<file path="config.mk">
export PLATFORM = sky130hd
export DESIGN_NAME = xtrig_unit
export DESIGN_NICKNAME = d
export VERILOG_FILES = /design/src/rtl/xtrig_pkg.sv /design/src/rtl/xtrig_sync.sv /design/src/rtl/xtrig_detect.sv /design/src/rtl/xtrig_regs.sv /design/src/rtl/xtrig_unit.sv
export SDC_FILE = /design/constraint.sdc
export NUM_CORES = 1
export LEC_CHECK = 0
export ABC_AREA = 1
export BUFFER_PORTS_ARGS = -buffer_cell sky130_fd_sc_hd__buf_2
export CAP_MARGIN = 20
export CORE_UTILIZATION = 45
export CTS_CLUSTER_SIZE = 16
export DETAILED_ROUTE_END_ITERATION = 16
export HOLD_SLACK_MARGIN = 0.12
export PLACE_DENSITY = 0.69
export SYNTH_ARGS = -nofsm -noshare
export SYNTH_HDL_FRONTEND = slang
export SYNTH_SLANG_ARGS = --single-unit
</file>
<file path="constraint.sdc">
create_clock -name clk -period 3.09 [get_ports clk]
set_input_delay 0.618 -clock clk [delete_from_list [all_inputs] [get_ports clk]]
set_output_delay 0.618 -clock clk [all_outputs]
set_load 0.1 [all_outputs]
</file>
<file path="src/rtl/xtrig_pkg.sv">
package xtrig_pkg;

    localparam int CFG_W   = 3;
    localparam int FIELD_W = 4;

    localparam logic [CFG_W-1:0] TRIG_LOW  = 3'b000;
    localparam logic [CFG_W-1:0] TRIG_HIGH = 3'b001;

    // Upper two selector bits choose the family, bit 0 only matters for levels.
    function automatic logic trig_fire(input logic [CFG_W-1:0] sel,
                                       input logic cur,
                                       input logic prv);
        logic hit;
        case (sel[2:1])
            2'b00:   hit = sel[0] ? cur : ~cur;
            2'b01:   hit = prv & ~cur;
            2'b10:   hit = ~prv & cur;
            default: hit = prv ^ cur;
        endcase
        return hit;
    endfunction

endpackage

</file>
<file path="src/rtl/xtrig_sync.sv">
module xtrig_sync #(
    parameter int WIDTH  = 24,
    parameter int STAGES = 2
) (
    input  logic             clk,
    input  logic             rst_n,
    input  logic [WIDTH-1:0] din,
    output logic [WIDTH-1:0] dout
);

    logic [STAGES-1:0][WIDTH-1:0] chain_d, chain_q;

    always_comb begin
        chain_d    = chain_q;
        chain_d[0] = din;
        for (int s = 1; s < STAGES; s++) begin
            chain_d[s] = chain_q[s-1];
        end
    end

    // Reset high: an idle-high pin is quiet under the reset trigger code.
    always_ff @(posedge clk or negedge rst_n) begin
        if (!rst_n) begin
            chain_q <= '1;
        end else begin
            chain_q <= chain_d;
        end
    end

    assign dout = chain_q[STAGES-1];

endmodule

</file>
<file path="src/rtl/xtrig_detect.sv">
module xtrig_detect
    import xtrig_pkg::*;
(
    input  logic             clk,
    input  logic             rst_n,
    input  logic [CFG_W-1:0] cfg_i,
    input  logic             cur_i,
    output logic             evt_o
);

    typedef struct packed {
        logic prv;
        logic evt;
    } det_t;

    det_t st_d, st_q;

    always_comb begin
        st_d     = st_q;
        st_d.prv = cur_i;
        st_d.evt = trig_fire(cfg_i, cur_i, st_q.prv);
    end

    always_ff @(posedge clk or negedge rst_n) begin
        if (!rst_n) begin
            st_q <= '{prv: 1'b1, evt: 1'b0};
        end else begin
            st_q <= st_d;
        end
    end

    assign evt_o = st_q.evt;

    assert_level_high_R3: assert property (@(posedge clk) disable iff (!rst_n)
        (cfg_i == TRIG_HIGH && cur_i) |=> evt_o);

    assert_fall_edge_R4: assert property (@(posedge clk) disable iff (!rst_n)
        (cfg_i[2:1] == 2'b01 && st_q.prv && !cur_i) |=> evt_o);

endmodule

</file>
<file path="src/rtl/xtrig_regs.sv">
module xtrig_regs
    import xtrig_pkg::*;
#(
    parameter int NUM_PINS   = 24,
    parameter int NUM_DIRECT = 4,
    parameter int GROUP_PINS = 8,
    parameter int DATA_W     = 32,
    parameter int ADDR_W     = 3
) (
    input  logic                            clk,
    input  logic                            rst_n,
    input  logic                            bus_en,
    input  logic                            bus_we,
    input  logic [ADDR_W-1:0]               bus_addr,
    input  logic [DATA_W-1:0]               bus_wdata,
    output logic [DATA_W-1:0]               bus_rdata,
    input  logic [NUM_PINS-1:0]             set_vec,
    output logic [NUM_PINS-1:0][CFG_W-1:0]  cfg_o,
    output logic [NUM_PINS-1:0]             mask_o,
    output logic [NUM_PINS-1:0]             pend_o
);

    localparam int NUM_GROUPS = (NUM_PINS + GROUP_PINS - 1) / GROUP_PINS;
    localparam int ADDR_MASK  = NUM_GROUPS;
    localparam int ADDR_PEND  = NUM_GROUPS + 1;
    localparam logic [NUM_PINS-1:0] LATCH_BITS = {NUM_PINS{1'b1}} << NUM_DIRECT;

    typedef struct packed {
        logic [NUM_PINS-1:0][CFG_W-1:0] cfg;
        logic [NUM_PINS-1:0]            mask;
        logic [NUM_PINS-1:0]            pend;
    } regs_t;

    regs_t rg_d, rg_q;
    logic                wr_hit;
    logic [NUM_PINS-1:0] clr_vec;
    logic [NUM_PINS-1:0] set_kept;
    logic                unused_wdata;

    assign unused_wdata = ^bus_wdata;
    assign wr_hit       = bus_en & bus_we;
    assign set_kept     = set_vec & LATCH_BITS;

    always_comb begin
        clr_vec = '0;
        if (wr_hit && int'(bus_addr) == ADDR_PEND) begin
            clr_vec = bus_wdata[NUM_PINS-1:0];
        end
    end

    always_comb begin
        rg_d = rg_q;
        for (int p = 0; p < NUM_PINS; p++) begin
            if (wr_hit && int'(bus_addr) == p / GROUP_PINS) begin
                rg_d.cfg[p] = bus_wdata[(p % GROUP_PINS) * FIELD_W +: CFG_W];
            end
        end
        if (wr_hit && int'(bus_addr) == ADDR_MASK) begin
            rg_d.mask = bus_wdata[NUM_PINS-1:0] & LATCH_BITS;
        end
        // New events are ORed after the clear, so they win a collision.
        rg_d.pend = ((rg_q.pend & ~clr_vec) | set_vec) & LATCH_BITS;
    end

    always_ff @(posedge clk or negedge rst_n) begin
        if (!rst_n) begin
            rg_q <= '{cfg: '0, mask: LATCH_BITS, pend: '0};
        end else begin
            rg_q <= rg_d;
        end
    end

    always_comb begin
        bus_rdata = '0;
        for (int p = 0; p < NUM_PINS; p++) begin
            if (int'(bus_addr) == p / GROUP_PINS) begin
                bus_rdata[(p % GROUP_PINS) * FIELD_W +: CFG_W] = rg_q.cfg[p];
            end
        end
        if (int'(bus_addr) == ADDR_MASK) begin
            bus_rdata[NUM_PINS-1:0] = rg_q.mask;
        end
        if (int'(bus_addr) == ADDR_PEND) begin
            bus_rdata[NUM_PINS-1:0] = rg_q.pend;
        end
    end

    assign cfg_o  = rg_q.cfg;
    assign mask_o = rg_q.mask;
    assign pend_o = rg_q.pend;

    assert_clear_R6: assert property (@(posedge clk) disable iff (!rst_n)
        (|(clr_vec & ~set_vec)) |=> ((rg_q.pend & $past(clr_vec & ~set_vec)) == '0));

    assert_set_wins_R7: assert property (@(posedge clk) disable iff (!rst_n)
        (|set_kept) |=> ((rg_q.pend & $past(set_kept)) == $past(set_kept)));

endmodule

</file>
<file path="src/rtl/xtrig_unit.sv">
module xtrig_unit
    import xtrig_pkg::*;
#(
    parameter int NUM_PINS    = 24,
    parameter int NUM_DIRECT  = 4,
    parameter int LO_SPLIT    = 8,
    parameter int GROUP_PINS  = 8,
    parameter int SYNC_STAGES = 2,
    parameter int DATA_W      = 32,
    parameter int ADDR_W      = 3
) (
    input  logic                  clk,
    input  logic                  rst_n,
    input  logic [NUM_PINS-1:0]   pin_in,
    input  logic                  bus_en,
    input  logic                  bus_we,
    input  logic [ADDR_W-1:0]     bus_addr,
    input  logic [DATA_W-1:0]     bus_wdata,
    output logic [DATA_W-1:0]     bus_rdata,
    output logic [NUM_DIRECT-1:0] direct_req,
    output logic                  parent_lo_req,
    output logic                  parent_hi_req
);

    logic [NUM_PINS-1:0]            pin_sync;
    logic [NUM_PINS-1:0]            evt;
    logic [NUM_PINS-1:0][CFG_W-1:0] cfg;
    logic [NUM_PINS-1:0]            mask;
    logic [NUM_PINS-1:0]            pend;
    logic [NUM_PINS-1:0]            live;

    xtrig_sync #(.WIDTH(NUM_PINS), .STAGES(SYNC_STAGES)) u_sync (
        .clk  (clk),
        .rst_n(rst_n),
        .din  (pin_in),
        .dout (pin_sync)
    );

    for (genvar p = 0; p < NUM_PINS; p++) begin : g_pin
        xtrig_detect u_det (
            .clk  (clk),
            .rst_n(rst_n),
            .cfg_i(cfg[p]),
            .cur_i(pin_sync[p]),
            .evt_o(evt[p])
        );
    end

    xtrig_regs #(
        .NUM_PINS  (NUM_PINS),
        .NUM_DIRECT(NUM_DIRECT),
        .GROUP_PINS(GROUP_PINS),
        .DATA_W    (DATA_W),
        .ADDR_W    (ADDR_W)
    ) u_regs (
        .clk      (clk),
        .rst_n    (rst_n),
        .bus_en   (bus_en),
        .bus_we   (bus_we),
        .bus_addr (bus_addr),
        .bus_wdata(bus_wdata),
        .bus_rdata(bus_rdata),
        .set_vec  (evt),
        .cfg_o    (cfg),
        .mask_o   (mask),
        .pend_o   (pend)
    );

    assign live          = pend & ~mask;
    assign direct_req    = evt[NUM_DIRECT-1:0];
    assign parent_lo_req = |live[LO_SPLIT-1:NUM_DIRECT];
    assign parent_hi_req = |live[NUM_PINS-1:LO_SPLIT];

    assert_mask_lo_R8: assert property (@(posedge clk) disable iff (!rst_n)
        (&mask[LO_SPLIT-1:NUM_DIRECT]) |-> !parent_lo_req);

    assert_mask_hi_R8: assert property (@(posedge clk) disable iff (!rst_n)
        (&mask[NUM_PINS-1:LO_SPLIT]) |-> !parent_hi_req);

endmodule

</file>
# After elaboration in Yosys (flattened, before gate mapping)
# Index checks and enable logic that the tools add are counted.
[totals]
reg_bits = 208
latchBits = 0
ramBits = 0
mem_bits_ro = 0
input_bits = 63
out_inout_bits = 38
wordCells = 361
memories = 0
[op_classes]
n_addsub = 0
mul = 0
div = 0
n_lt_le_gt_ge = 0
n_eq_ne = 52
shift = 0
n_mux = 75
bitwise_logic = 126
reduce_logical = 32
[ops]
columns = ["cell", "n"]
rows = [
  ["$mux 24", 3],
  ["$mux 3", 24],
  ["$pmux 1 s3", 24],
  ["$and 1x1->1", 49],
  ["$and 24x24->24", 2],
  ["$eq 2x1->1 const B", 24],
  ["$eq 2x2->1 const B", 24],
  ["$logic_not 2->1", 24],
  ["$not 1->1", 48],
  ["$not 24->24", 2],
  ["$mux 1", 24],
  ["$or 24x24->24", 1],
  ["$xor 1x1->1", 24],
  ["$reduce_or 16->1", 1],
  ["$eq 3x3->1 const B", 3],
  ["$logic_and 1x1->1", 5],
  ["$reduce_or 4->1", 1],
  ["$eq 3x2->1 const B", 1],
  ["$logic_not 3->1", 1],
]

# Logic depth before layout (Yosys ltp)
# Gate-level depths: netlist of the first run.
[depth]
word_depth = 6
depth_mapped = 9
mapped_depth_nobuf = 6

# Cells and area by module
# A second synthesis of the first run with hierarchy kept.
[hier_totals]
hier_cells = 1211
hier_area_um2 = 10391.2
[by_module_without_submodules]
columns = ["mod", "instances", "cells_each", "area_per_inst_um2", "seq_area_each_um2"]
rows = [
  ["xtrig_regs", 1, 644, 5357.6, 2827.7],
  ["xtrig_detect", 24, 19, 146.4, 51.3],
  ["xtrig_sync", 1, 48, 1261.2, 1261.2],
  ["xtrig_unit", 1, 63, 259.0, 0.0],
]

# Worst setup path after synthesis of the first run
# OpenSTA, ideal clock, no wires.
[synth_timing]
path_type = "input-to-output"
startpoint = "input bus_addr[1]"
endpoint = "output bus_rdata[7]"
t_arrival_ns = 3.061
t_required_ns = 2.472
setup_slack_ns = -0.589
path_stages = 4
n_path_buf = 1
path_cell_list = "buf_4 nor2_1 nand2_1 o21ai_0"
[synth_between]
elab_chain_cells = 3
word_cells_on_any_way = 4
classes_between = "2 x eq/ne; 2 x mux"
[synth_rtl]
columns = ["element", "line", "source"]
rows = [
  ["start, declared", "xtrig_unit.sv:17", "input logic [ADDR_W-1:0] bus_addr,"],
  ["$eq 3x3->1", "xtrig_regs.sv:80", "if (int'(bus_addr) == ADDR_MASK) begin"],
  ["$mux 24", "xtrig_regs.sv:80", ""],
  ["$mux 24 (*)", "xtrig_regs.sv:83", "if (int'(bus_addr) == ADDR_PEND) begin"],
  ["end, declared", "xtrig_unit.sv:19", "output logic [DATA_W-1:0] bus_rdata,"],
]
# Mark *: on every way between the ends. The rest lies on a longest branch, timed or not.

# Worst setup path after layout of the first run
[layout_timing]
startpoint = "input bus_addr[1]"
endpoint = "output bus_rdata[23]"
# The elaborated chain is that of the path after synthesis.

==> results of run 1 <==
[synthesized netlist by cell type (11+ instances only)]
master / n
dfstp_2: 92
ha_1: 48
nand3_1: 63
o21ai_0: 88
inv_1: 147
o211ai_1: 26
dfrtp_1: 116
nor2_1: 73
xnor2_1: 19
nand2_1: 302
o21ai_1: 28
clkbuf_1: 11
[power by group through the flow]
| stage | sequential, mW | combinational [mW] | clock (mW) |
|---|---|---|---|
| floorplan | 3.50 | 1.22 | 0 |
| global placement | 3.57 | 1.61 | 0 |
| detailed placement | 3.59 | 1.65 | 0 |
| CTS | 3.55 | 1.66 | 2.67 |
| global route | 3.61 | 1.81 | 2.75 |
| finish | 3.55 | 1.64 | 2.61 |
[area by class of cell]
type / instances / area (um^2)
Fill cell: 1887 / 9513
Sequential cell: 208 / 5320
Multi-Input combinational cell: 672 / 3463
Timing Repair Buffer: 110 / 1012
Clock buffer: 26 / 606.8
Inverter: 153 / 584.3
Tap cell: 275 / 344.1
Clock inverter: 15 / 108.9
Antenna cell: 1 / 2.502
[metal layers]
| metal | up-vias | part of all wire (%) | wire length (um) | global-route usage (%) |
|---|---|---|---|---|
| met4 | 2 | 2.2 | 460 | 5.206 |
| met1 | 3397 | 46 | 9525 | 27.17 |
| met3 | 37 | 5.6 | 1160 | 3.466 |
| met5 | - | 0.062 | 13 | 0 |
| met2 | 164 | 46 | 9640 | 31.62 |
| li1 | 3523 | - | - | - |
[sequential cells by signal, summed over array words and instances (netlist names)]
| signal | flops |
|---|---|
| g_pin.u_det.st_q | 24 |
| g_pin.u_det.evt_o | 24 |
| u_sync.dout | 24 |
| u_regs.mask_o | 20 |
| u_regs.pend_o | 20 |
| u_regs.cfg_o | 72 |
| u_sync.chain_d | 24 |
[metrics by stage]
| step | utilization [%] | instance area (um^2) | total power, mW | instances | hold WS (ns) |
|---|---|---|---|---|---|
| 3_5_place_dp | 51.18 | 10720 | 5.240 | 1418 | 0.3468 |
| 3_3_place_gp | 51.18 | 10720 | 5.188 | 1418 | 0.3456 |
| 4_1_cts | 54.59 | 11440 | 7.875 | 1459 | 0.1641 |
| 6_report | 54.60 | 11440 | 7.798 | 1460 | 0.1407 |
| 2_1_floorplan | - | 9637 | 4.716 | 1071 | 0.3224 |
| 5_1_grt | 54.59 | 11440 | 8.181 | 1459 | 0.1739 |
[cell families after synthesis]
family / Yosys count / synth area share [%]
compound gates: 156 / 9.128
xor+xnor: 19 / 1.732
fa+ha+maj: 48 / 6.250
buf+inv: 191 / 8.698
flops: 208 / 55.36
other cells: 1 / 0.03903
simple gates: 446 / 18.79
[final timing paths]
| check | end | slack, ns | cells after the start |
|---|---|---|---|
| max | bus_rdata[23] | 0.35 | 4 |
| min | u_regs.cfg_o[0]$_DFFE_PN0P_ | 0.14 | 1 |
| max reg2reg | g_pin[14].u_det.evt_o$_DFF_PN0_ | 1.79 | 6 |
| min reg2reg | u_sync.dout[6]$_DFF_PN1_ | 0.35 | 0 |
| max in group asynchronous | g_pin[9].u_det.st_q[1]$_DFF_PN1_ | 2.10 | 2 |
| min in group clk | u_sync.chain_d[40]$_DFF_PN1_ | 0.19 | 1 |
[worst max-delay path: stages]
cell	delay [ns]
buf_2	0.22
nand3_1	0.30
o21ai_0	0.45
buf_2	0.52
==> metrics.md, run 1 <==
| Metric | Value |
|---|---|
| WP data required | between 2 and 2.5 ns |
| Max-slew headroom | between 50% and 60% |
| RSZ-0062 raised after global routing | no |
| Period minus WS final | around 2.7 ns |
| P_sw | around 2.5 mW |
| Post-synthesis cell area | roughly 9600 um^2 |
| Pwr dens | 681.5 nW/um^2 |
| Leak | between 5 and 6 nW |
| Sw Share | roughly a third |
| CTS HTree Levels | 1 |
| Status | finished, final reports clean |
| DRT antenna net count | 0 |
| Synth cell types | 27 |
| Die width | 148.1 um |
| IO Pins | slightly above 100 |
| Setup CP Type | input pin to output port |
| Drt pass-1 iters | 5 |
| Die height | between 100 and 150 um |
| Max Slew Vio Count | 0 |
| Layout cells sized above 1 | ~22% |
| Clock power frac | between 30% and 40% |
| Later-pin clock latency in the skew report | 0.52 ns |
| Tot GR Track Use | approximately a fifth |
| Reg2reg start | g_pin[14].u_det.st_q[1]$_DFF_PN1_ |
| Gate power share | 21.1% |
| Final Hold Fails | 0 |
| Maximum root-to-sink buffer count | 3 |
| Final WS setup | between 0.3 and 0.4 ns |
| Setup Skew | 0.02811 ns |
| First-pass GRT wire length | 34.29 mm |
| Initial DRC count | between 300 and 400 |
| Core ar. | about 21000 um^2 |
| Sequential area share after synthesis | between 50% and 60% |
| Ys Warns | 0 |
| Hold_buf cts | 0 |
| Largest net degree at the start of global routing | 85 |
| Worst setup EP type | output port |
| Largest cells by area after synthesis | dfrtp_1, dfstp_2, nand2_1 |
| Clock sinks | between 200 and 250 |
| Vias per cell | approximately 4.9 |
| Setup-failing EPs final | 0 |
| Area delta synth->final | 19.08% |
| Startpoint types | input pin |
| Period utilization | about nine tenths |
| Max Cap Viol | 0 |
| Min-delay worst type | input pin to async pin |
| Sequential fraction of design power | 45.5% |
| Post-synth EDFFs | 0 |
| Area leader, netlist | dfrtp_1 |
| Post_cts resized | 0 |
| Async set-reset flop share out of synthesis | 100.0% |
| CTS Root Cell | clkbuf_16 |
| Total Nets Final | around 1300 |
| Setup crit start | bus_addr[1] |
| Routed WL per cell | 14.25 um |
| Site Rows | 53 |
| Postcts setup bufs | 0 |
| RePlAce Congestion | ~0.85 |
| Max Clk Rate | roughly 370 MHz |
| Peak supply drop | 0.4094 mV |
| Initial core utilization | a little under half |
| CTS clk-pin slew, worst paths | 0.06 ns |
| Setup TNS after final layout | 0 ns |
| Clock tree from TritonCTS | done |
| Post-Syn Area per Cell | 8.989 um^2 |
| Critical-path maximum fanout | 6 |
| Cells after Synth | around 1100 |
| Vias | 7123 |
| Port Buffers | 94 |
| Drc violations | 0 |
| Initial antenna violation count | 2 |
| Commonest cells after routing, fill and taps aside | nand2_1, inv_1, dfrtp_1 |
| Critical Path AT | 2.12 ns |
| Synth top area share | a little under a third |
| Synth Register Bits | between 200 and 250 |
| GRT overflow | 0 |
| Worst-margin pin slew | 0.6824 ns |
| Number of global-route vias before repair | 6900 |
| Commonest non-fill, non-tap cell in the layout | nand2_1 |
| HPWL Detailed | around 14 mm |
| P_int | about 5.3 mW |
| Die ar. | between 20000 and 25000 um^2 |
| Total CTS buffers | 23 |
| Final wirelength | between 20 and 25 mm |
| Ys flop type | dfrtp_1 |
| Pre-CTS WS | 0.3965 ns |
No activity file was read; power rests on OpenSTA's default activity.
==> inputs of run 2 (changes only) <==
Settings changed: CORE_UTILIZATION 45 to 30, PLACE_DENSITY 0.69 to 0.51.
==> run 2 against run 1 <==
  * Final area up 2.1%
  * First-iteration DRC count up 16%
  * Routed wire length up 11%
  * Die area up 49%
==> metrics.md, run 2 (synthesis gave the netlist of run 1 again) <==
| Metric | Value |
|---|---|
| Status | finished, final reports clean |
| Area delta synth->final | 21.59% |
| Critical path depth in cells | 6 (+2) |
| CP endpoint | bus_rdata[2] |
| Pwr Total | 7.939 mW (+1.8%) |
| Peak supply drop | 0.4530 mV (+11%) |
| Routed WL per cell | 14.55 um (+2.1%) |
| Max Clk Rate | 369.0 MHz (+0.99%) |
| Startpoint types | input pin |
| Die width | 181.0 um (+22%) |
| Commonest cells after routing, fill and taps aside | nand2_1, inv_1, dfrtp_1 |
| Hold path depth | 1 |
| Critical-path maximum fanout | 17 (+11) |
| DRT antenna net count | 0 (unchanged) |
| Clock tree from TritonCTS | done |
| Post_cts resized | 0 (unchanged) |
| Largest net degree at the start of global routing | 73 (-14%) |
| Layout cells sized above 1 | 21.53% (-0.60 points) |
| GRT overflow | 0 (unchanged) |
| Slowest CP cell | nor3_4 |
| Setup crit start | bus_addr[0] |
| Setup CP Type | input pin to output port |
| Port Buffers | 94 (unchanged) |
| IO Pins | 101 (unchanged) |
| Site Rows | 65 (+23%) |
| Setup-failing EPs final | 0 (unchanged) |
| Drt pass-1 iters | 5 (unchanged) |
| RePlAce Congestion | 0.7821 (-8.1%) |
| Vias per cell | 4.470 (-8.4%) |
| Total CTS buffers | 24 (+4.3%) |
| RSZ-0062 raised after global routing | no |
| FF-to-FF setup slack | 1.85 ns (+0.06 ns) |
| Postcts setup bufs | 0 (unchanged) |
| Worst-margin pin slew | 0.6304 ns (-0.05198 ns) |
| Vias | 7117 (-0.084%) |
| Tot GR Track Use | 14.84% (-4.7 points) |
| Setup TNS after final layout | 0 ns (unchanged) |
| Initial DRC count | 452 (+16%) |
| Max FFs per register | 72 (unchanged) |
| Pwr dens | 679.5 nW/um^2 (-0.29%) |
| Die ar. | 32750 um^2 (+49%) |
| Min-delay worst type | input pin to flip-flop |
| Critical path buffers and inverters | 3 (+1) |
| CTS clk-pin slew, worst paths | 0.06 ns (about the same) |
| Period utilization | 87.71% (-0.87 points) |
| HPWL Detailed | 16.39 mm (+13%) |
| Maximum root-to-sink buffer count | 3 (unchanged) |
| # fillers | 3210 (+70%) |
| Final Util | 37.03% (-18 points) |
| Largest stage delay, worst path | 0.45 ns (-0.07 ns) |
| Max Cap Viol | 0 (unchanged) |
| Cell Chain, Critical Path | buf_2 -> inv_8 -> nor3_4 -> nand2_1 -> o211ai_1 -> buf_12 |
| Reg2reg start | u_sync.dout[2]$_DFF_PN1_ |
| Die height | 181.0 um (+22%) |
| Initial core utilization | 30.45% (-15 points) |
| Setup Skew | 0.01007 ns (-0.01804 ns) |
| Critical path's top delay family | buffers and inverters |
| Worst setup EP type | output port |
| Leak | 5.728 nW (+0.40%) |
| FF-to-FF End | g_pin[2].u_det.evt_o$_DFF_PN0_ |
| Final Hold Fails | 0 (unchanged) |
| Period minus WS final | 2.710 ns (-0.02673 ns) |
| Total Nets Final | 1282 (+0.23%) |
| WP data required | 2.47 ns (about the same) |
| Number of global-route vias before repair | 7217 (+4.6%) |
| Later-pin clock latency in the skew report | 0.51 ns (about the same) |
| CTS Root Cell | clkbuf_16 |
| Max-slew headroom | 57.83% (+3.3 points) |
| CTS HTree Levels | 1 (unchanged) |
| R2r worst-path depth | 6 (unchanged) |
| Post-Place Cell Area | 10920 um^2 (+1.8%) |
| Drc violations | 0 (unchanged) |
| Commonest non-fill, non-tap cell in the layout | nand2_1 |
| First-pass GRT wire length | 38.69 mm (+13%) |
| Final wirelength | 23.16 mm (+11%) |
| Critical Path AT | 2.09 ns (-0.03 ns) |
| Clock sinks | 208 (unchanged) |
| Post-route design area | 11680 um^2 (+2.1%) |
| Max Slew Vio Count | 0 (unchanged) |
| Initial antenna violation count | 4 (+2) |
| Core ar. | 31560 um^2 (+51%) |
run 2: cell types whose count changed in the layout (fill, tap and decap cells not counted), moves of 2 or more:
cell and delta:
clkbuf_16 +2, clkbuf_1 +11, buf_12 +2, clkinvlp_4 -2, clkinv_2 -8
run 2: stage by stage:
| stage | hold slack, ns | instances | setup WS [ns] |
|---|---|---|---|
| 6_report | 0.1929 | 1592 | 0.3798 |
| 5_1_grt | 0.1746 | 1591 | 0.2226 |
| 4_1_cts | 0.1696 | 1591 | 0.3402 |
| 3_5_place_dp | 0.3470 | 1546 | 0.3372 |
| 3_3_place_gp | 0.3457 | 1546 | 0.3143 |
| 2_1_floorplan | 0.3224 | 1071 | -0.5843 |
run 2: worst min path at each step:
| stage | startpoint | endpoint | slack (ns) |
|---|---|---|---|
| after floorplan | rst_n | g_pin[0].u_det.evt_o$_DFF_PN0_ | 0.32 |
| after global placement | u_sync.chain_d[38]$_DFF_PN1_ | u_sync.dout[14]$_DFF_PN1_ | 0.35 |
| after detailed placement | u_sync.chain_d[33]$_DFF_PN1_ | u_sync.dout[9]$_DFF_PN1_ | 0.35 |
| after CTS | pin_in[0] | u_sync.chain_d[24]$_DFF_PN1_ | 0.17 |
| after global routing | pin_in[0] | u_sync.chain_d[24]$_DFF_PN1_ | 0.17 |
| final | pin_in[15] | u_sync.chain_d[39]$_DFF_PN1_ | 0.19 |
run 2: layer usage:
| metal | vias up | GRT usage, % | routed length, um |
|---|---|---|---|
| li1 | 3545 | - | - |
| met1 | 3375 | 19.89 | 10770 |
| met5 | - | 0 | 41 |
| met2 | 155 | 24.66 | 10830 |
| met4 | 6 | 3.559 | 431 |
| met3 | 36 | 2.862 | 1092 |
run 2: final cells by class:
class / count / area [um^2] / share of cell area, %
antenna: 1 / 2.502 / 0.02142
clock buffer: 39 / 698.2 / 5.976
clock inverter: 5 / 53.80 / 0.4605
inverter: 153 / 584.3 / 5.001
multi-input combinational: 672 / 3466 / 29.66
sequential: 208 / 5320 / 45.53
tap: 402 / 503.0 / 4.305
timing repair buffer: 112 / 1056 / 9.038
run 2: power by group:
part	total (mW)	switching, mW	internal (mW)
registers	3.56	0.345	3.22
logic	1.65	1.09	0.561
clock network	2.72	1.10	1.62
run 2: timing repair:
item                                    in CTS  in global routing
hold buffers                                 1                  0
endpoints found under the setup margin       0                  0
endpoints found under the hold margin       42                  0
==> inputs of run 3 (changes only) <==
Settings changed: CORE_MARGIN set to 2.
==> run 3 against run 2 <==
  * Die area rose by 2.2%
  * Clock skew rose by 0.00071 ns
  * Via count fell by 0.84%
  * Largest power group unchanged
  * Hold slack improved by 0.0031 ns
  * Final area rose by 0.49%
  * Largest cell class unchanged
  * Sequential power barely moved
==> metrics.md, run 3 (synthesis gave the netlist of run 1 again) <==
| Metric | Value |
|---|---|
| Commonest non-fill, non-tap cell in the layout | nand2_1 |
| Max Slew Vio Count | 0 (unchanged) |
| Total CTS buffers | 24 (unchanged) |
| Area delta synth->final | 22.19% |
| Period utilization | 83.68% (-4.0 points) |
| Multi-input combinational cell area | 3466 um^2 (unchanged) |
| Hold_buf cts | 1 (unchanged) |
| GRT overflow | 0 (unchanged) |
| Postcts setup bufs | 0 (unchanged) |
| Later-pin clock latency in the skew report | 0.52 ns (about the same) |
| RSZ-0062 raised after global routing | no |
| Max-slew headroom | 53.70% (-4.1 points) |
| Final Hold Fails | 0 (unchanged) |
| CTS clk-pin slew, worst paths | 0.06 ns (about the same) |
| Peak supply drop | 0.3519 mV (-22%) |
| Total Nets Final | 1280 (-0.16%) |
| Clock tree from TritonCTS | done |
| Post-Place Cell Area | 10910 um^2 (-0.11%) |
| Initial DRC count | 410 (-9.3%) |
| Slowest CP cell | buf_2 |
| Site Rows | 65 (unchanged) |
| Worst setup EP type | output port |
| Startpoint types | input pin |
| Critical path's top delay family | buffers and inverters |
| Die ar. | 33480 um^2 (+2.2%) |
| Seq. cell area | 5320 um^2 (unchanged) |
| Period minus WS final | 2.586 ns (-0.1244 ns) |
| Largest net degree at the start of global routing | 78 (+6.8%) |
| Pwr Total | 8.119 mW (+2.3%) |
| Cell Chain, Critical Path | buf_2 -> nor2_1 -> nand2_1 -> clkinv_1 -> buf_4 -> nand2_1 -> o21ai_0 -> buf_2 |
| CTS HTree Levels | 1 (unchanged) |
| Setup Skew | 0.01078 ns (+0.0007064 ns) |
| Initial antenna violation count | 7 (+3) |
| Core ar. | 31560 um^2 (unchanged) |
| Post-route design area | 11740 um^2 (+0.49%) |
| Clock sinks | 208 (unchanged) |
| Max Clk Rate | 386.7 MHz (+4.8%) |
| # fillers | 3225 (+0.47%) |
| Max Cap Viol | 0 (unchanged) |
| Leak | 5.754 nW (+0.46%) |
| Min-delay worst type | input pin to flip-flop |
| Largest stage delay, worst path | 0.45 ns (about the same) |
| Setup CP Type | input pin to output port |
| Drt pass-1 iters | 5 (unchanged) |
| Setup-failing EPs final | 0 (unchanged) |
| Critical Path AT | 1.97 ns (-0.12 ns) |
| Worst-margin pin slew | 0.6920 ns (+0.06156 ns) |
| Routed WL per cell | 14.43 um (-0.80%) |
| DRT antenna net count | 0 (unchanged) |
| Die height | 183.0 um (+1.1%) |
| Drc violations | 0 (unchanged) |
| First-pass GRT wire length | 37.73 mm (-2.5%) |
| Max FFs per register | 72 (unchanged) |
| WP data required | 2.47 ns (about the same) |
| Final wirelength | 22.97 mm (-0.86%) |
| IO Pins | 101 (unchanged) |
| HPWL Detailed | 16.12 mm (-1.6%) |
| Commonest cells after routing, fill and taps aside | nand2_1, inv_1, dfrtp_1 |
| Vias | 7057 (-0.84%) |
| Port Buffers | 94 (unchanged) |
| Setup TNS after final layout | 0 ns (unchanged) |
| RePlAce Congestion | 0.7836 (+0.19%) |
| Initial core utilization | 30.45% (unchanged) |
| Critical-path maximum fanout | 19 (+2) |
| CTS Root Cell | clkbuf_16 |
| Post_cts resized | 0 (unchanged) |
| Pwr dens | 691.5 nW/um^2 (+1.8%) |
| Layout cells sized above 1 | 21.99% (+0.46 points) |
| Vias per cell | 4.436 (-0.78%) |
| Maximum root-to-sink buffer count | 3 (unchanged) |
| Tot GR Track Use | 14.25% (-0.59 points) |
| Number of global-route vias before repair | 7048 (-2.3%) |
| Die width | 183.0 um (+1.1%) |
| Status | finished, final reports clean |
| Critical path buffers and inverters | 4 (+1) |
==> run 3: routing by layer <==
| metal | vias up | GRT usage, % | wire length, um |
|---|---|---|---|
| li1 | 3548 | - | - |
| met1 | 3315 | 19.86 | 10840 |
| met2 | 150 | 22.94 | 10400 |
| met3 | 38 | 2.800 | 1208 |
| met4 | 6 | 3.296 | 483 |
| met5 | - | 0 | 39 |
==> run 3: worst paths after layout <==
path | startpoint | end | slack, ns | depth (start not counted)
setup / recovery | bus_addr[1] | bus_rdata[11] | 0.50 | 8
hold / removal | pin_in[19] | u_sync.chain_d[43]$_DFF_PN1_ | 0.20 | 1
setup reg to reg | u_sync.dout[17]$_DFF_PN1_ | g_pin[17].u_det.evt_o$_DFF_PN0_ | 1.82 | 4
hold reg to reg | u_sync.chain_d[37]$_DFF_PN1_ | u_sync.dout[13]$_DFF_PN1_ | 0.35 | 0
max in group asynchronous | rst_n | u_sync.dout[1]$_DFF_PN1_ | 1.59 | 3
min in group asynchronous | rst_n | u_regs.cfg_o[18]$_DFFE_PN0P_ | 0.67 | 2
==> run 3: area by class of cell <==
type / instances / area share [%]
flip-flops and latches: 208 / 45.31
multi-input cells: 672 / 29.52
repair buffers: 110 / 8.887
clock buffers: 36 / 6.191
inverters: 153 / 4.977
well taps: 402 / 4.284
clock inverters: 8 / 0.7886
diodes: 2 / 0.04263
==> run 3: where the power goes <==
part	internal [mW]	switching, mW
Sequential	3.22	0.339
Combinational	0.562	1.10
Clock	1.79	1.12
Total	5.57	2.55
==> run 3: worst reg2reg max path, cell delays in order (launching register included) <==
cell	delay, ns
dfstp_2	0.56
inv_1	0.07
ha_1	0.18
o21ai_0	0.16
o21ai_0	0.15
==> run 3: stage by stage <==
stage / util [%] / setup slack [ns] / std cells / hold slack (ns)
floorplan: - / -0.5843 / 1071 / 0.3224
detailed placement: 34.56 / 0.4856 / 1544 / 0.3468
finish: 37.21 / 0.5042 / 1591 / 0.1960
CTS: 37.19 / 0.4800 / 1589 / 0.1712
global placement: 34.56 / 0.4881 / 1544 / 0.3456
global route: 37.19 / 0.3369 / 1589 / 0.1739
